**src/rtl/ets_pkg.sv**
```systemverilog
// Shared types for the early-stop checker.
package ets_pkg;
    // Lane order of the soft-value inputs: input bit, coded output 0, coded output 1.
    localparam int LANES = 3;

    typedef struct packed {
        logic info;
        logic ext0;
        logic ext1;
    } ets_bits_t;
endpackage

```
**src/rtl/ets_slicer.sv**
```systemverilog
// Hard-decision slicer. Turns each lane of soft values into one bit.
// Assumes two's complement soft values. Strictly positive gives 1, zero or negative gives 0.
module ets_slicer
    import ets_pkg::*;
#(
    parameter int SOFT_W = 6
) (
    input  logic [LANES*SOFT_W-1:0] soft_i,
    output ets_bits_t               bits_o
);
    logic [LANES-1:0] hard;

    for (genvar g = 0; g < LANES; g++) begin : g_lane
        logic [SOFT_W-1:0] lane;
        assign lane = soft_i[g*SOFT_W +: SOFT_W];
        // Decide: sign clear and magnitude nonzero.
        assign hard[g] = !lane[SOFT_W-1] && (|lane[SOFT_W-2:0]);

        // a zero soft value never decides to 1
        always_comb begin
            if (lane == '0) a_r1_zero_decides_zero: assert (!hard[g]);
        end
    end

    assign bits_o = '{info: hard[0], ext0: hard[1], ext1: hard[2]};
endmodule

```
**src/rtl/ets_reencode_cmp.sv**
```systemverilog
// Re-encodes the decided input bits with the tail-biting 1+D outer code.
// It compares each coded bit against both extrinsic hard bits.
// Position 0 is held back and checked on the last beat, when the wrap-around bit is known.
// Assumes frames are well formed: one sof beat, then data beats, then one eof beat.
module ets_reencode_cmp
    import ets_pkg::*;
(
    input  logic      clk,
    input  logic      rst_n,
    input  logic      valid_i,
    input  logic      sof_i,
    input  logic      eof_i,
    input  ets_bits_t bits_i,
    output logic      frame_end_o,
    output logic      frame_fail_o
);
    logic prev_bit_q;
    logic first_info_q, first_e0_q, first_e1_q;
    logic fail_q;

    logic code_cur, mis_cur;
    logic f_info, f_e0, f_e1, code_first, mis_first;
    logic fail_base;

    // Compare the current position (not position 0) and the deferred position 0.
    always_comb begin
        code_cur    = bits_i.info ^ prev_bit_q;
        mis_cur     = valid_i && !sof_i && ((bits_i.ext0 ^ code_cur) || (bits_i.ext1 ^ code_cur));
        f_info      = sof_i ? bits_i.info : first_info_q;
        f_e0        = sof_i ? bits_i.ext0 : first_e0_q;
        f_e1        = sof_i ? bits_i.ext1 : first_e1_q;
        code_first  = f_info ^ bits_i.info;
        mis_first   = valid_i && eof_i && ((f_e0 ^ code_first) || (f_e1 ^ code_first));
        fail_base   = (valid_i && sof_i) ? 1'b0 : fail_q;
        frame_end_o = valid_i && eof_i;
        frame_fail_o = fail_base || mis_cur || mis_first;
    end

    // Track the previous bit, the first position, and the sticky fail flag.
    always_ff @(posedge clk) begin
        if (!rst_n) begin
            prev_bit_q   <= 1'b0;
            first_info_q <= 1'b0;
            first_e0_q   <= 1'b0;
            first_e1_q   <= 1'b0;
            fail_q       <= 1'b0;
        end else if (valid_i) begin
            prev_bit_q <= bits_i.info;
            fail_q     <= fail_base || mis_cur;
            if (sof_i) begin
                first_info_q <= bits_i.info;
                first_e0_q   <= bits_i.ext0;
                first_e1_q   <= bits_i.ext1;
            end
        end
    end

    // the fail flag is only cleared by a frame start
    a_r4_fail_sticky: assert property (@(posedge clk) disable iff (!rst_n)
        (fail_q && !(valid_i && sof_i)) |=> fail_q);
endmodule

```
**src/rtl/ets_iter_ctr.sv**
```systemverilog
// Counts iterations per codeword and registers the verdict at each frame end.
// Assumes in_new_cw is meaningful only on a frame-start beat.
module ets_iter_ctr #(
    parameter int MAX_ITER = 32,
    localparam int CNT_W = $clog2(MAX_ITER + 1)
) (
    input  logic             clk,
    input  logic             rst_n,
    input  logic             valid_i,
    input  logic             sof_i,
    input  logic             new_cw_i,
    input  logic             frame_end_i,
    input  logic             frame_fail_i,
    output logic             done_o,
    output logic             converged_o,
    output logic             stop_o,
    output logic [CNT_W-1:0] iter_count_o
);
    localparam logic [CNT_W-1:0] MAX_C = CNT_W'(MAX_ITER);

    logic             new_pend_q;
    logic             new_eff;
    logic [CNT_W-1:0] cnt_next;

    // Next count: restart on a new codeword, otherwise increment with saturation.
    always_comb begin
        new_eff = (valid_i && sof_i) ? new_cw_i : new_pend_q;
        if (new_eff)                 cnt_next = CNT_W'(1);
        else if (iter_count_o == MAX_C) cnt_next = MAX_C;
        else                         cnt_next = iter_count_o + CNT_W'(1);
    end

    // Hold the new-codeword flag from the frame start to the frame end.
    always_ff @(posedge clk) begin
        if (!rst_n)                new_pend_q <= 1'b0;
        else if (valid_i && sof_i) new_pend_q <= new_cw_i;
    end

    // Register the verdict and the count at each frame end.
    always_ff @(posedge clk) begin
        if (!rst_n) begin
            done_o       <= 1'b0;
            converged_o  <= 1'b0;
            stop_o       <= 1'b0;
            iter_count_o <= '0;
        end else begin
            done_o <= frame_end_i;
            if (frame_end_i) begin
                converged_o  <= !frame_fail_i;
                stop_o       <= !frame_fail_i || (cnt_next == MAX_C);
                iter_count_o <= cnt_next;
            end
        end
    end

    // done_o only follows an accepted end-of-frame beat
    a_r5_done_after_eof: assert property (@(posedge clk) disable iff (!rst_n)
        done_o |-> $past(valid_i && sof_i || valid_i) && $past(frame_end_i));
    // a converged frame always stops
    a_r7_conv_stops: assert property (@(posedge clk) disable iff (!rst_n)
        converged_o |-> stop_o);
    // the count never passes the limit
    a_r7_count_bounded: assert property (@(posedge clk) disable iff (!rst_n)
        iter_count_o <= MAX_C);
    // a reported verdict always carries a nonzero count
    a_r6_count_nonzero: assert property (@(posedge clk) disable iff (!rst_n)
        done_o |-> iter_count_o != '0);
    // reset clears the strobe and the count
    a_r8_reset_clears: assert property (@(posedge clk)
        !rst_n |=> (!done_o && iter_count_o == '0));
endmodule

```
**src/rtl/ets_early_stop.sv**
```systemverilog
// Early-stop checker top. Slices the serial soft values, re-encodes the decided outer-code input bits
// and compares them per position, then reports a per-iteration verdict.
// Assumes one beat per codeword position and frames that do not overlap.
module ets_early_stop
    import ets_pkg::*;
#(
    parameter int SOFT_W   = 6,
    parameter int MAX_ITER = 32,
    localparam int CNT_W   = $clog2(MAX_ITER + 1)
) (
    input  logic              clk,
    input  logic              rst_n,
    input  logic              in_valid,
    input  logic              in_sof,
    input  logic              in_eof,
    input  logic              in_new_cw,
    input  logic [SOFT_W-1:0] in_info_llr,
    input  logic [SOFT_W-1:0] in_ext0_llr,
    input  logic [SOFT_W-1:0] in_ext1_llr,
    output logic              done_o,
    output logic              stop_o,
    output logic              converged_o,
    output logic [CNT_W-1:0]  iter_count_o
);
    ets_bits_t bits;
    logic      frame_end, frame_fail;

    ets_slicer #(.SOFT_W(SOFT_W)) u_slicer (
        .soft_i ({in_ext1_llr, in_ext0_llr, in_info_llr}),
        .bits_o (bits)
    );

    ets_reencode_cmp u_cmp (
        .clk          (clk),
        .rst_n        (rst_n),
        .valid_i      (in_valid),
        .sof_i        (in_sof),
        .eof_i        (in_eof),
        .bits_i       (bits),
        .frame_end_o  (frame_end),
        .frame_fail_o (frame_fail)
    );

    ets_iter_ctr #(.MAX_ITER(MAX_ITER)) u_ctr (
        .clk          (clk),
        .rst_n        (rst_n),
        .valid_i      (in_valid),
        .sof_i        (in_sof),
        .new_cw_i     (in_new_cw),
        .frame_end_i  (frame_end),
        .frame_fail_i (frame_fail),
        .done_o       (done_o),
        .converged_o  (converged_o),
        .stop_o       (stop_o),
        .iter_count_o (iter_count_o)
    );
endmodule

```
**config.mk**
```make
export PLATFORM = sky130hd
export DESIGN_NAME = ets_early_stop
export DESIGN_NICKNAME = d
export VERILOG_FILES = /design/src/rtl/ets_pkg.sv /design/src/rtl/ets_slicer.sv /design/src/rtl/ets_reencode_cmp.sv /design/src/rtl/ets_iter_ctr.sv /design/src/rtl/ets_early_stop.sv
export SDC_FILE = /design/constraint.sdc
export NUM_CORES = 1
export LEC_CHECK = 0
export ABC_AREA = 1
export BUFFER_PORTS_ARGS = -buffer_cell sky130_fd_sc_hd__buf_4
export CAP_MARGIN = 15
export CORE_MARGIN = 2
export CORE_UTILIZATION = 36
export DETAILED_ROUTE_END_ITERATION = 8
export SLEW_MARGIN = 20
export SYNTH_ARGS = -nofsm -noshare
export SYNTH_HDL_FRONTEND = slang
export SYNTH_SLANG_ARGS = --single-unit
```
**constraint.sdc**
```tcl
create_clock -name clk -period 1.5 [get_ports clk]
set_clock_uncertainty 0.15 [all_clocks]
set_input_delay 0.15 -clock clk [delete_from_list [all_inputs] [get_ports clk]]
set_output_delay 0.15 -clock clk [all_outputs]
set_load 0.02 [all_outputs]
```
==> After elaboration in Yosys (flattened, before gate mapping) <==
Cells that the tools add are included.
{ "totals": {"out_inout_bits": 9, "word_cells": 47, "reg_bits": 15, "inputBits": 24} }
{ "classes": {"n_eq_ne": 2, "bitwise_logic": 6, "n_addsub": 1, "n_mux": 7, "reduce_logical": 21} }
{ "op_table": {"columns": ["operator", "count"], "rows": [
  ["$reduce_or A5 Y1", 3],
  ["$eq A6 B6 Y1 const B", 2],
  ["$mux W6", 2],
  ["$logic_and A1 B1 Y1", 8],
  ["$add A6 B1 Y6 const B", 1],
  ["$xor A1 B1 Y1", 6],
  ["$logic_not A1 Y1", 5],
  ["$logic_or A1 B1 Y1", 5],
  ["$mux W1", 5]
]} }

==> Depth between registers and ports, before layout <==
Gate-level depths: netlist (run 1).
{ "logic_depth": {"word_depth": 10, "mapped_depth": 11, "depth_no_buf": 11} }

==> Cells and area by module <==
Synthesis (run 1) repeated with hierarchy kept, for this count alone.
{ "hier_totals": {"cells_unflattened": 146, "area_unflattened_um2": 889.6} }
{ "modules_own_cells": {"columns": ["module", "seq_area_each_um2", "instances", "area_per_inst_um2", "cells_each"], "rows": [
  ["ets_iter_ctr", 200.2, 1, 513.0, 77],
  ["ets_reencode_cmp", 100.1, 1, 294.0, 48],
  ["ets_slicer", 0.0, 1, 82.6, 21]
]} }

==> Least setup slack after synthesis (run 1) <==
No wires, ideal clock.
{ "synth_path": {"path_type": "reg-to-reg", "startpoint": "reg u_ctr.iter_count_o[1]", "endpoint": "reg u_ctr.stop_o", "arrival_time_ns": 1.418, "n_path_buf": 0, "required_time_ns": 1.284, "path_stages_with_launch": 11, "slack_ns": -0.134, "setup_ns": 0.066, "synth_period_minus_slack_ns": 1.634, "cell_sequence": "dfxtp_1 > ha_1 > nand3_1 > xor2_1 > nand2_1 > nand2_1 > nor2_1 > nand3b_1 > nand2_1 > inv_2 > a21oi_2"} }
{ "synth_via": {"elab_chain_len": 5, "word_cells_on_any_way": 6, "classes_between": "add/sub (1); eq/ne (2); mux (2); reduce/logical (1)"} }
{ "synth_rtl": {"columns": ["item", "line_no", "text"], "rows": [
  ["from (decl)", "ets_iter_ctr.sv:17", "output logic [CNT_W-1:0] iter_count_o"],
  ["from (signal assigned)", "ets_iter_ctr.sv:51", "iter_count_o <= cnt_next;"],
  ["$add A6 B1 Y6 / $eq A6 B6 Y1 (equally long branches)", "ets_iter_ctr.sv:30, ets_iter_ctr.sv:29", null],
  ["$mux W6 (*)", "ets_iter_ctr.sv:29", "else if (iter_count_o == MAX_C) cnt_next = MAX_C;"],
  ["$mux W6 (*)", "ets_iter_ctr.sv:28", "if (new_eff) cnt_next = CNT_W'(1);"],
  ["$eq A6 B6 Y1 (*)", "ets_iter_ctr.sv:50", "stop_o <= !frame_fail_i || (cnt_next == MAX_C);"],
  ["$logic_or A1 B1 Y1 (*)", "ets_iter_ctr.sv:50", null],
  ["to (signal assigned)", "ets_iter_ctr.sv:50", null],
  ["to (decl)", "ets_iter_ctr.sv:16", "output logic stop_o,"]
]} }
Every way passes the cells marked *; elsewhere a longest branch is shown, timed or not.
A chain may end at the register's enable or synchronous reset.

==> Worst setup path in the final report (run 1) <==
{ "layout_path": {"startpoint": "reg u_ctr.iter_count_o[0]", "endpoint": "reg u_ctr.stop_o"} }
Same word-level chain as after synthesis.

==> results.md, run 1 <==
- Clk_lat worst skew: 0.28 ns
- Final setup fails: 0
- FF-to-FF setup slack: 0.0007 ns
- Post-Syn Nets: roughly 150
- Total grt overflow: 0
- H-tree levels: 1
- Fin. Hold Viols: 0
- Top cells by area, synth: dfxtp_1, nand2_1, nor2_1, inv_1, a21oi_1
- CTS buffer count: 3
- Largest net degree at the start of global routing: 10
- Final period utilization: about 100%
- Cell variety after synth: 20
- Place WS: -0.00970 ns
- Clock Path Buffers: 2
- Post-synthesis sequential area ratio: a little over a third
- Yosys top cell area share: between 30% and 40%
- Mapped cell area: 841 um2
- DR vias: about 940
- CTS sink cnt: 15
- Max-cap violations: 0
- CP endpoint: u_ctr.stop_o$_SDFFE_PN0P_
- Syn-to-layout area delta: 53.9%
- Achievable frequency: 667 MHz
- Final Worst Setup Slack: between 0.0007 and 0.0008 ns
- Startpoint Class: flop
- Pre-antenna DRT Iters: 4
- Via-per-instance ratio: 4.71
- Pint: between 600 and 700 uW
- Switching pwr: between 200 and 300 uW
- Pleak: about 0.00062 uW
- CTS tree: built
- Worst VDD drop: 0.000628 V
- Core area: 0.00221 mm2
- HPWL Detailed: ~1500 um
- Crit path kind: reg -> reg
- Nets: ~200
- DR WL/cell: about 11 um
- Count leader, synth: nand2_1
- CP Launch Point: u_ctr.iter_count_o[0]$_SDFFE_PN0P_
- Hold_sp: in_ext0_llr[5]
- DRC: 0
- Hold Worst Slack: approximately 0.011 ns
- Max_slew headroom: 83.9%
- Antenna Nets Post-Route: 0
- Layout cells sized above 1: 36.3%
- Syn Inst Count: ~130
- Cell Pwr Density: a little over 700 mW/mm2
- Fin cells: around 200
- Largest area contributor in the netlist: dfxtp_1
- I/O Pins: 33
- Clk pin slew, worst setup/hold paths: approximately 0.090 ns
- Crit Reg-Reg Endpoint: u_ctr.stop_o$_SDFFE_PN0P_
- Dpl cells: roughly 190
- Top FF cell, synth: dfxtp_1
- First-pass GRT wire length: 3690 um
- Tot GR Track Use: between 15 and 20%
- Gpl congestion: roughly 0.83
- Share of total power in the clock network: 25.2%
- Top post-synthesis cells by count: nand2_1, nor2_1, inv_1
- FP Rows: 17
- Fin crit period: 1.50 ns
- Final Max Tran Viols: 0
- TNS Setup: 0 ns
- Number of global-route vias before repair: roughly 840
- Total die area: ~0.0027 mm2
- Root buf cell: clkbuf_4
- Initial antenna violation count: 0
- Worst r2r src: u_ctr.iter_count_o[0]$_SDFFE_PN0P_
- Status: finished clean
- CP Capture Type: flop
- Synth warnings: 0
- Number of flops mapped to enable cells by yosys: 0
- Final Util: between 50% and 60%
- Antenna Cells: 0
- Fraction of registers with async set/reset: 0%
- Worst-path fanout max: 4
- Worst slew pin tran: about 0.24 ns
- Die height: about 52 um
- WL final: approximately 2200 um
- Min-Delay Path Class: in -> reg
- Chip width: around 52 um
- Sw Share: between 30% and 40%
- Starting Density: 38.0%
- Path depth of the worst reg2reg path: 10
- Post-synthesis register bit count: 15
- Seq pwr share: ~48%
- CP arrival: roughly 1.6 ns
- PortBufs: 32
- 1st-iter DRT viols: 14
- Required time worst endpoint: 1.58 ns
- Syn avg cell area: between 6 and 7 um2
- Comb pwr share: 26.5%
- RSZ-0062 raised after global routing: yes
-- layout make-up --
class                           instances  area [um2]
Clock buffer                            4        26.3
Multi-Input combinational cell         94         537
Tap cell                               28        35.0
Sequential cell                        15         313
Fill cell                             210         918
Timing Repair Buffer                   40         309
Inverter                               18        73.8
-- state kept, by name (all words and copies together) (netlist names) --
name,count
u_ctr.converged_o,1
u_cmp.first_info_q,1
u_cmp.first_e1_q,1
u_ctr.done_o,1
u_cmp.first_e0_q,1
u_ctr.new_pend_q,1
u_ctr.iter_count_o,6
u_ctr.stop_o,1
u_cmp.prev_bit_q,1
u_cmp.fail_q,1
-- power groups by stage --
stage	Clock, uW	Sequential, uW	Combinational, uW
2_1_floorplan	0	462	105
3_3_place_gp	0	450	211
3_5_place_dp	0	451	212
4_1_cts	250	444	234
5_1_grt	270	452	276
6_report	235	449	247
-- worst max-delay path, cell delays in order (launching register included) --
cell and delay (ns):
dfxtp_4 0.40, ha_4 0.15, nand3_2 0.09, xor2_1 0.15
nand2_1 0.07, nand2_1 0.06, nor2_1 0.08, nand3b_1 0.08
nand2_1 0.08, inv_2 0.04, a21oi_2 0.11
-- metrics by stage --
| stage | cell area [um2] | power (uW) |
|---|---|---|
| floorplan | 846 | 567 |
| global placement | 1130 | 660 |
| detailed placement | 1130 | 663 |
| CTS | 1260 | 929 |
| global route | 1290 | 999 |
| finish | 1290 | 930 |
-- worst min path at each step --
stage | cells after the start | endpoint
floorplan | 1 | u_cmp.prev_bit_q$_SDFFE_PN0P_
global placement | 2 | u_cmp.prev_bit_q$_SDFFE_PN0P_
detailed placement | 2 | u_cmp.prev_bit_q$_SDFFE_PN0P_
CTS | 4 | u_cmp.first_e0_q$_SDFFE_PN0P_
global route | 3 | u_ctr.new_pend_q$_SDFF_PN0_
finish | 4 | u_cmp.first_e0_q$_SDFFE_PN0P_
-- cell usage in the layout, fill, tap and decap left out, types with 3 or more instances in the layout --
cell and count:
nor2_1 18, nand3_1 6, dfxtp_4 3, clkbuf_4 3
buf_4 37, nand2_2 3, nand3b_1 4, inv_1 14
o21ai_0 8, a21oi_1 10, dfxtp_1 11, nand2_1 29
-- routing by layer --
layer | up-vias | routed length [um] | track usage [%]
li1 | 497 | - | -
met1 | 411 | 941 | 22.3
met2 | 28 | 1110 | 32.1
met3 | 2 | 110 | 5.14
met4 | 0 | 12 | 3.85
met5 | - | 0 | 0
-- logic make-up after synthesis --
kind of cell | count (synthesis) | share of synthesized area (%)
buf+inv | 18 | 8.04
fa+ha+maj | 2 | 2.98
xor+xnor | 2 | 2.08
compound gates | 23 | 16.2
simple gates | 67 | 35.0
flops | 15 | 35.7
-- timing repair --
action / 4_1_cts / 5_1_grt
pin swaps: 3 / 4
setup endpoints to repair: 1 / 2
hold buffers: 2 / 0
setup buffers: 4 / 1
resized for setup: 12 / 8
endpoints found under the hold margin: 5 / 0
Note: power is estimated with default switching activity, not from simulation.
==> run 2, diff against run 1 <==
- HOLD_SLACK_MARGIN: not set -> 0.12
==> results.md, run 2 (same netlist as run 1, synthesis figures left out) <==
- Final Util: between 60% and 70%
- Biggest register: u_ctr.iter_count_o
- Nets: between 200 and 250
- Clk pin slew, worst setup/hold paths: 0.09 ns
- CP arrival: ~1.7 ns
- Max_slew headroom: a little over four fifths
- Worst slew pin tran: 0.251 ns
- Design Power: about 960 uW
- Final Worst Setup Slack: -0.0747 ns
- Cell Pwr Density: ~700 mW/mm2
- Pleak: between 0.0006 and 0.0007 uW
- Busiest grt layer: met2
- Failing checks: negative setup slack
- First-pass GRT wire length: around 4000 um
- Met2 Usage GRT: 34.4%
- Tot GR Track Use: between 10% and 20%
- Fin crit period: about 1.6 ns
- Core area: about 0.0022 mm2
- Hold Worst Slack: 0.0212 ns
- Final Max Tran Viols: 0
- Worst path most repeated cell: nand2_1
- Commonest non-fill, non-tap cell in the layout: buf_4
- Antenna Cells: 0
- RSZ-0062 raised after global routing: yes
- Largest register FFs: 6
- Total grt overflow: 0
- Worst VDD drop: between 0.0006 and 0.0007 V
- Clk_lat worst skew: about 0.29 ns
- Crit path kind: reg -> reg
- WL final: ~2400 um
- Total die area: ~0.0027 mm2
- Required time worst endpoint: about 1.6 ns
- Layout cells sized above 1: 39.9%
- GR Util met3: ~5.4%
- Die height: 52.3 um
- Syn-to-layout area delta: 63.1%
- Fin. Hold Viols: 0
- Crit-path cells: ha_4, nand3_2, xor2_1, nand2_1, nand2_1, nor2_1, nand3b_1, nand2_1, inv_2, a21oi_2
- DR WL/cell: around 12 um
- Clock Path Buffers: 2
- Min-Delay Path Class: in -> reg
- Startpoint Class: flop
- Root buf cell: clkbuf_4
- CP Capture Type: flop
- DR vias: about 980
- TNS Setup: -0.0747 ns
- Sequential cell area: 310 um2
- Final setup fails: 1
- CTS tree: built
- Antenna Nets Post-Route: 0
- CP bufs+invs: 1
- Via-per-instance ratio: 4.74
- Most frequent cells in the layout: buf_4, nand2_1, nor2_1
- Max-cap violations: 0
- CTS sink cnt: 15
- Status: finished, violations left
- Number of global-route vias before repair: approximately 890
- Achievable frequency: 635 MHz
- Initial antenna violation count: 0
- 1st-iter DRT viols: 23
- Chip width: around 52 um
- Slowest stage delay, CP: 0.40 ns
- Largest net degree at the start of global routing: 10
- DRC: 0
- I/O Pins: 33
- Gpl congestion: approximately 0.83
- FP Rows: 17
- Fillers: roughly 200
- HPWL Detailed: about 1500 um
- H-tree levels: 1
- Final period utilization: 105%
- CP top delay family: simple AND/OR/NAND/NOR gates
- PortBufs: 32
- Slowest cell on crit path: dfxtp_4
- CTS buffer count: 3
- Footprint of the multi-input gates: around 550 um2
- Worst-path fanout max: 4
- Place WS: -0.00970 ns
- Pre-antenna DRT Iters: 4
- Starting Density: 38.0%
- GR Util met1: between 20% and 30%
==> run 2: routing by layer <==
layer	wire length, um	vias to the layer above
met1	1010	439
met3	124	4
met2	1260	27
li1	-	507
met4	27	0
met5	0	-
==> run 2: worst reg2reg max path, stage by stage (launching register included) <==
cell	delay [ns]
dfxtp_4	0.40
ha_4	0.16
nand3_2	0.09
xor2_1	0.15
nand2_1	0.07
nand2_1	0.06
nor2_1	0.12
nand3b_1	0.09
nand2_1	0.08
inv_2	0.04
a21oi_2	0.11
==> run 2: what timing repair did <==
action,in CTS,in global routing
buffers inserted,4,3
gates cloned,0,0
hold buffers,7,1
gates resized for setup,12,13
hold endpoints to repair,14,3
pin swaps,3,9
endpoints found under the setup margin,1,4
==> run 2: cell type report <==
cell class              count  area share (%)
well taps                  28            2.55
repair buffers             47            27.3
inverters                  18            5.20
flip-flops and latches     15            22.6
multi-input cells          94            40.4
clock buffers               4            1.92
==> run 2: worst paths after layout <==
path | startpoint | to | slack [ns] | cells past startpoint
setup / recovery | u_ctr.iter_count_o[0]$_SDFFE_PN0P_ | u_ctr.stop_o$_SDFFE_PN0P_ | -0.07 | 10
setup reg to reg | u_ctr.iter_count_o[0]$_SDFFE_PN0P_ | u_ctr.stop_o$_SDFFE_PN0P_ | -0.07 | 10
hold / removal | in_new_cw | u_ctr.new_pend_q$_SDFF_PN0_ | 0.02 | 3
hold reg to reg | u_ctr.converged_o$_SDFFE_PN0P_ | u_ctr.converged_o$_SDFFE_PN0P_ | 0.34 | 2
==> run 2: through the flow <==
step | cell area, um2 | instances
after floorplan | 846 | 127
after global placement | 1130 | 188
after detailed placement | 1130 | 188
after CTS | 1310 | 203
after global routing | 1370 | 206
final | 1370 | 206
==> run 2: where the power goes <==
part | total, uW | switching (uW) | internal, uW
clock network | 243 | 140 | 104
registers | 450 | 28.3 | 421
logic | 272 | 132 | 139
==> run 3, diff against run 2 <==
- PLACE_DENSITY: not set -> 0.66
==> results.md, run 3 (same netlist as run 1, synthesis figures left out) <==
- Dpl cells: between 150 and 200
- CTS sink cnt: 15
- Slowest stage delay, CP: 0.39 ns
- Hold path depth: 3
- Worst slew pin tran: 0.228 ns
- Total grt overflow: 0
- Gpl congestion: roughly 0.84
- Final period utilization: between 90% and 100%
- Startpoint Class: flop
- Pleak: about 0.00063 uW
- CP Capture Type: flop
- Cell Pwr Density: around 700 mW/mm2
- CP arrival: approximately 1.6 ns
- Required time worst endpoint: about 1.6 ns
- I/O Pins: 33
- Nets: 200
- First-pass GRT wire length: 3270 um
- Die height: 52.3 um
- Clk pin slew, worst setup/hold paths: around 0.1 ns
- Fin cells: 201
- Placed cell area: between 0.001 and 0.0015 mm2
- Starting Density: about two fifths
- DR vias: just over 900
- 1st-iter DRT viols: 15
- Status: finished clean
- Clk_lat worst skew: ~0.29 ns
- Layout cells sized above 1: a little over a third
- Fillers: 228
- RSZ-0062 raised after global routing: yes
- Max_slew headroom: 84.7%
- Fin. Hold Viols: 0
- DRC: 0
- Achievable frequency: around 670 MHz
- HPWL Detailed: 1520 um
- Final setup fails: 0
- Crit-path cells: buf_6, nand4_1, nor2_2, nor2_1, nor2_1, nand3b_1, nand2_1, inv_2, a21oi_2
- Post-layout instance area: around 0.0013 mm2
- Path depth of the worst reg2reg path: 9
- Antenna Cells: 0
- Tot GR Track Use: 16.1%
- DR WL/cell: roughly 10 um
- Largest net degree at the start of global routing: 10
- Worst-path fanout max: 4
- Commonest non-fill, non-tap cell in the layout: buf_4
- Core area: ~0.0022 mm2
- Pre-antenna DRT Iters: 6
- Root buf cell: clkbuf_4
- H-tree levels: 1
- Number of global-route vias before repair: around 760
- Fin crit period: 1.48 ns
- Crit path kind: reg -> reg
- FP Rows: 17
- Worst path most repeated cell: nor2_1
- CTS tree: built
- Chip width: 52.3 um
- Antenna Nets Post-Route: 0
- Initial antenna violation count: 0
- Max-cap violations: 0
- PortBufs: 32
- Biggest register: u_ctr.iter_count_o
- Min-Delay Path Class: in -> reg
- Via-per-instance ratio: about 4.6
- Slowest cell on crit path: dfxtp_4
- Design Power: approximately 900 uW
- Final Max Tran Viols: 0
- Clock Path Buffers: 2
- Most frequent cells in the layout: buf_4, nand2_1, nor2_1
- Syn-to-layout area delta: 53.4%
- Worst VDD drop: 0.000559 V
- Largest register FFs: 6
- Total die area: around 0.0027 mm2
- WL final: 2020 um
- CTS buffer count: 3
## run 3: changes by cell type in the layout (fill, tap and decap cells not counted), sizes merged
cell,delta
buf,-4
clkbuf,-1
clkinv,+1
clkinvlp,-1
dlygate4sd3,-1
inv,+1
## run 3: per-layer routing
layer / vias up / share of wire (%) / global-route usage, % / wire (um)
met5: - / 0 / 0 / 0
met4: 0 / 0.60 / 3.85 / 12
met3: 2 / 3.2 / 6.00 / 65
met2: 9 / 48 / 24.6 / 964
met1: 415 / 48 / 21.4 / 972
li1: 503 / - / - / -
## run 3: path summary, 6_finish.rpt
| path | start | to | slack (ns) |
|---|---|---|---|
| setup / recovery | u_ctr.iter_count_o[1]$_SDFFE_PN0P_ | u_ctr.stop_o$_SDFFE_PN0P_ | 0.02 |
| hold / removal | in_new_cw | u_ctr.new_pend_q$_SDFF_PN0_ | 0.007 |
| setup reg to reg | u_ctr.iter_count_o[1]$_SDFFE_PN0P_ | u_ctr.stop_o$_SDFFE_PN0P_ | 0.02 |
| hold reg to reg | u_ctr.converged_o$_SDFFE_PN0P_ | u_ctr.converged_o$_SDFFE_PN0P_ | 0.32 |
## run 3: what timing repair did
item | 4_1_cts | 5_1_grt
buffers inserted | 1 | 2
endpoints found under the setup margin | 1 | 4
hold buffers | 6 | 1
pin swaps | 0 | 10
endpoints found under the hold margin | 14 | 4
gates resized for setup | 2 | 15
## run 3: cell type report
type	instances	area, um2	area share, %
timing repair buffer	42	338	26.2
multi-input combinational	94	510	39.6
inverter	18	70.1	5.43
sequential	15	309	24.0
clock buffer	3	22.5	1.75
clock inverter	1	5.00	0.388
tap	28	35.0	2.72
## run 3: critical path, delay by kind of cell, from the launching register on
family	cells	cell delay, ns
AOI/OAI and AO/OA	1	0.09
buffers and inverters	2	0.13
and+or+nand+nor	6	0.65
DFF	1	0.39
## run 3: per-stage QoR
step           setup slack (ns)  TNS (ns)  hold slack, ns  utilization (%)
2_1_floorplan           0.00704         0          0.0935                -
3_3_place_gp             0.0271         0           0.231             51.0
3_5_place_dp            -0.0138   -0.0138           0.231             51.0
4_1_cts                 0.00348         0        -0.00412             55.9
5_1_grt                 -0.0920    -0.110         0.00465             58.3
6_report                 0.0154         0         0.00706             58.3
## run 3: power breakdown
group	leakage (uW)	internal [uW]	switching, uW
sequential	0.000125	421	22.2
combinational	0.000486	121	120
clock	0.0000177	99.2	135
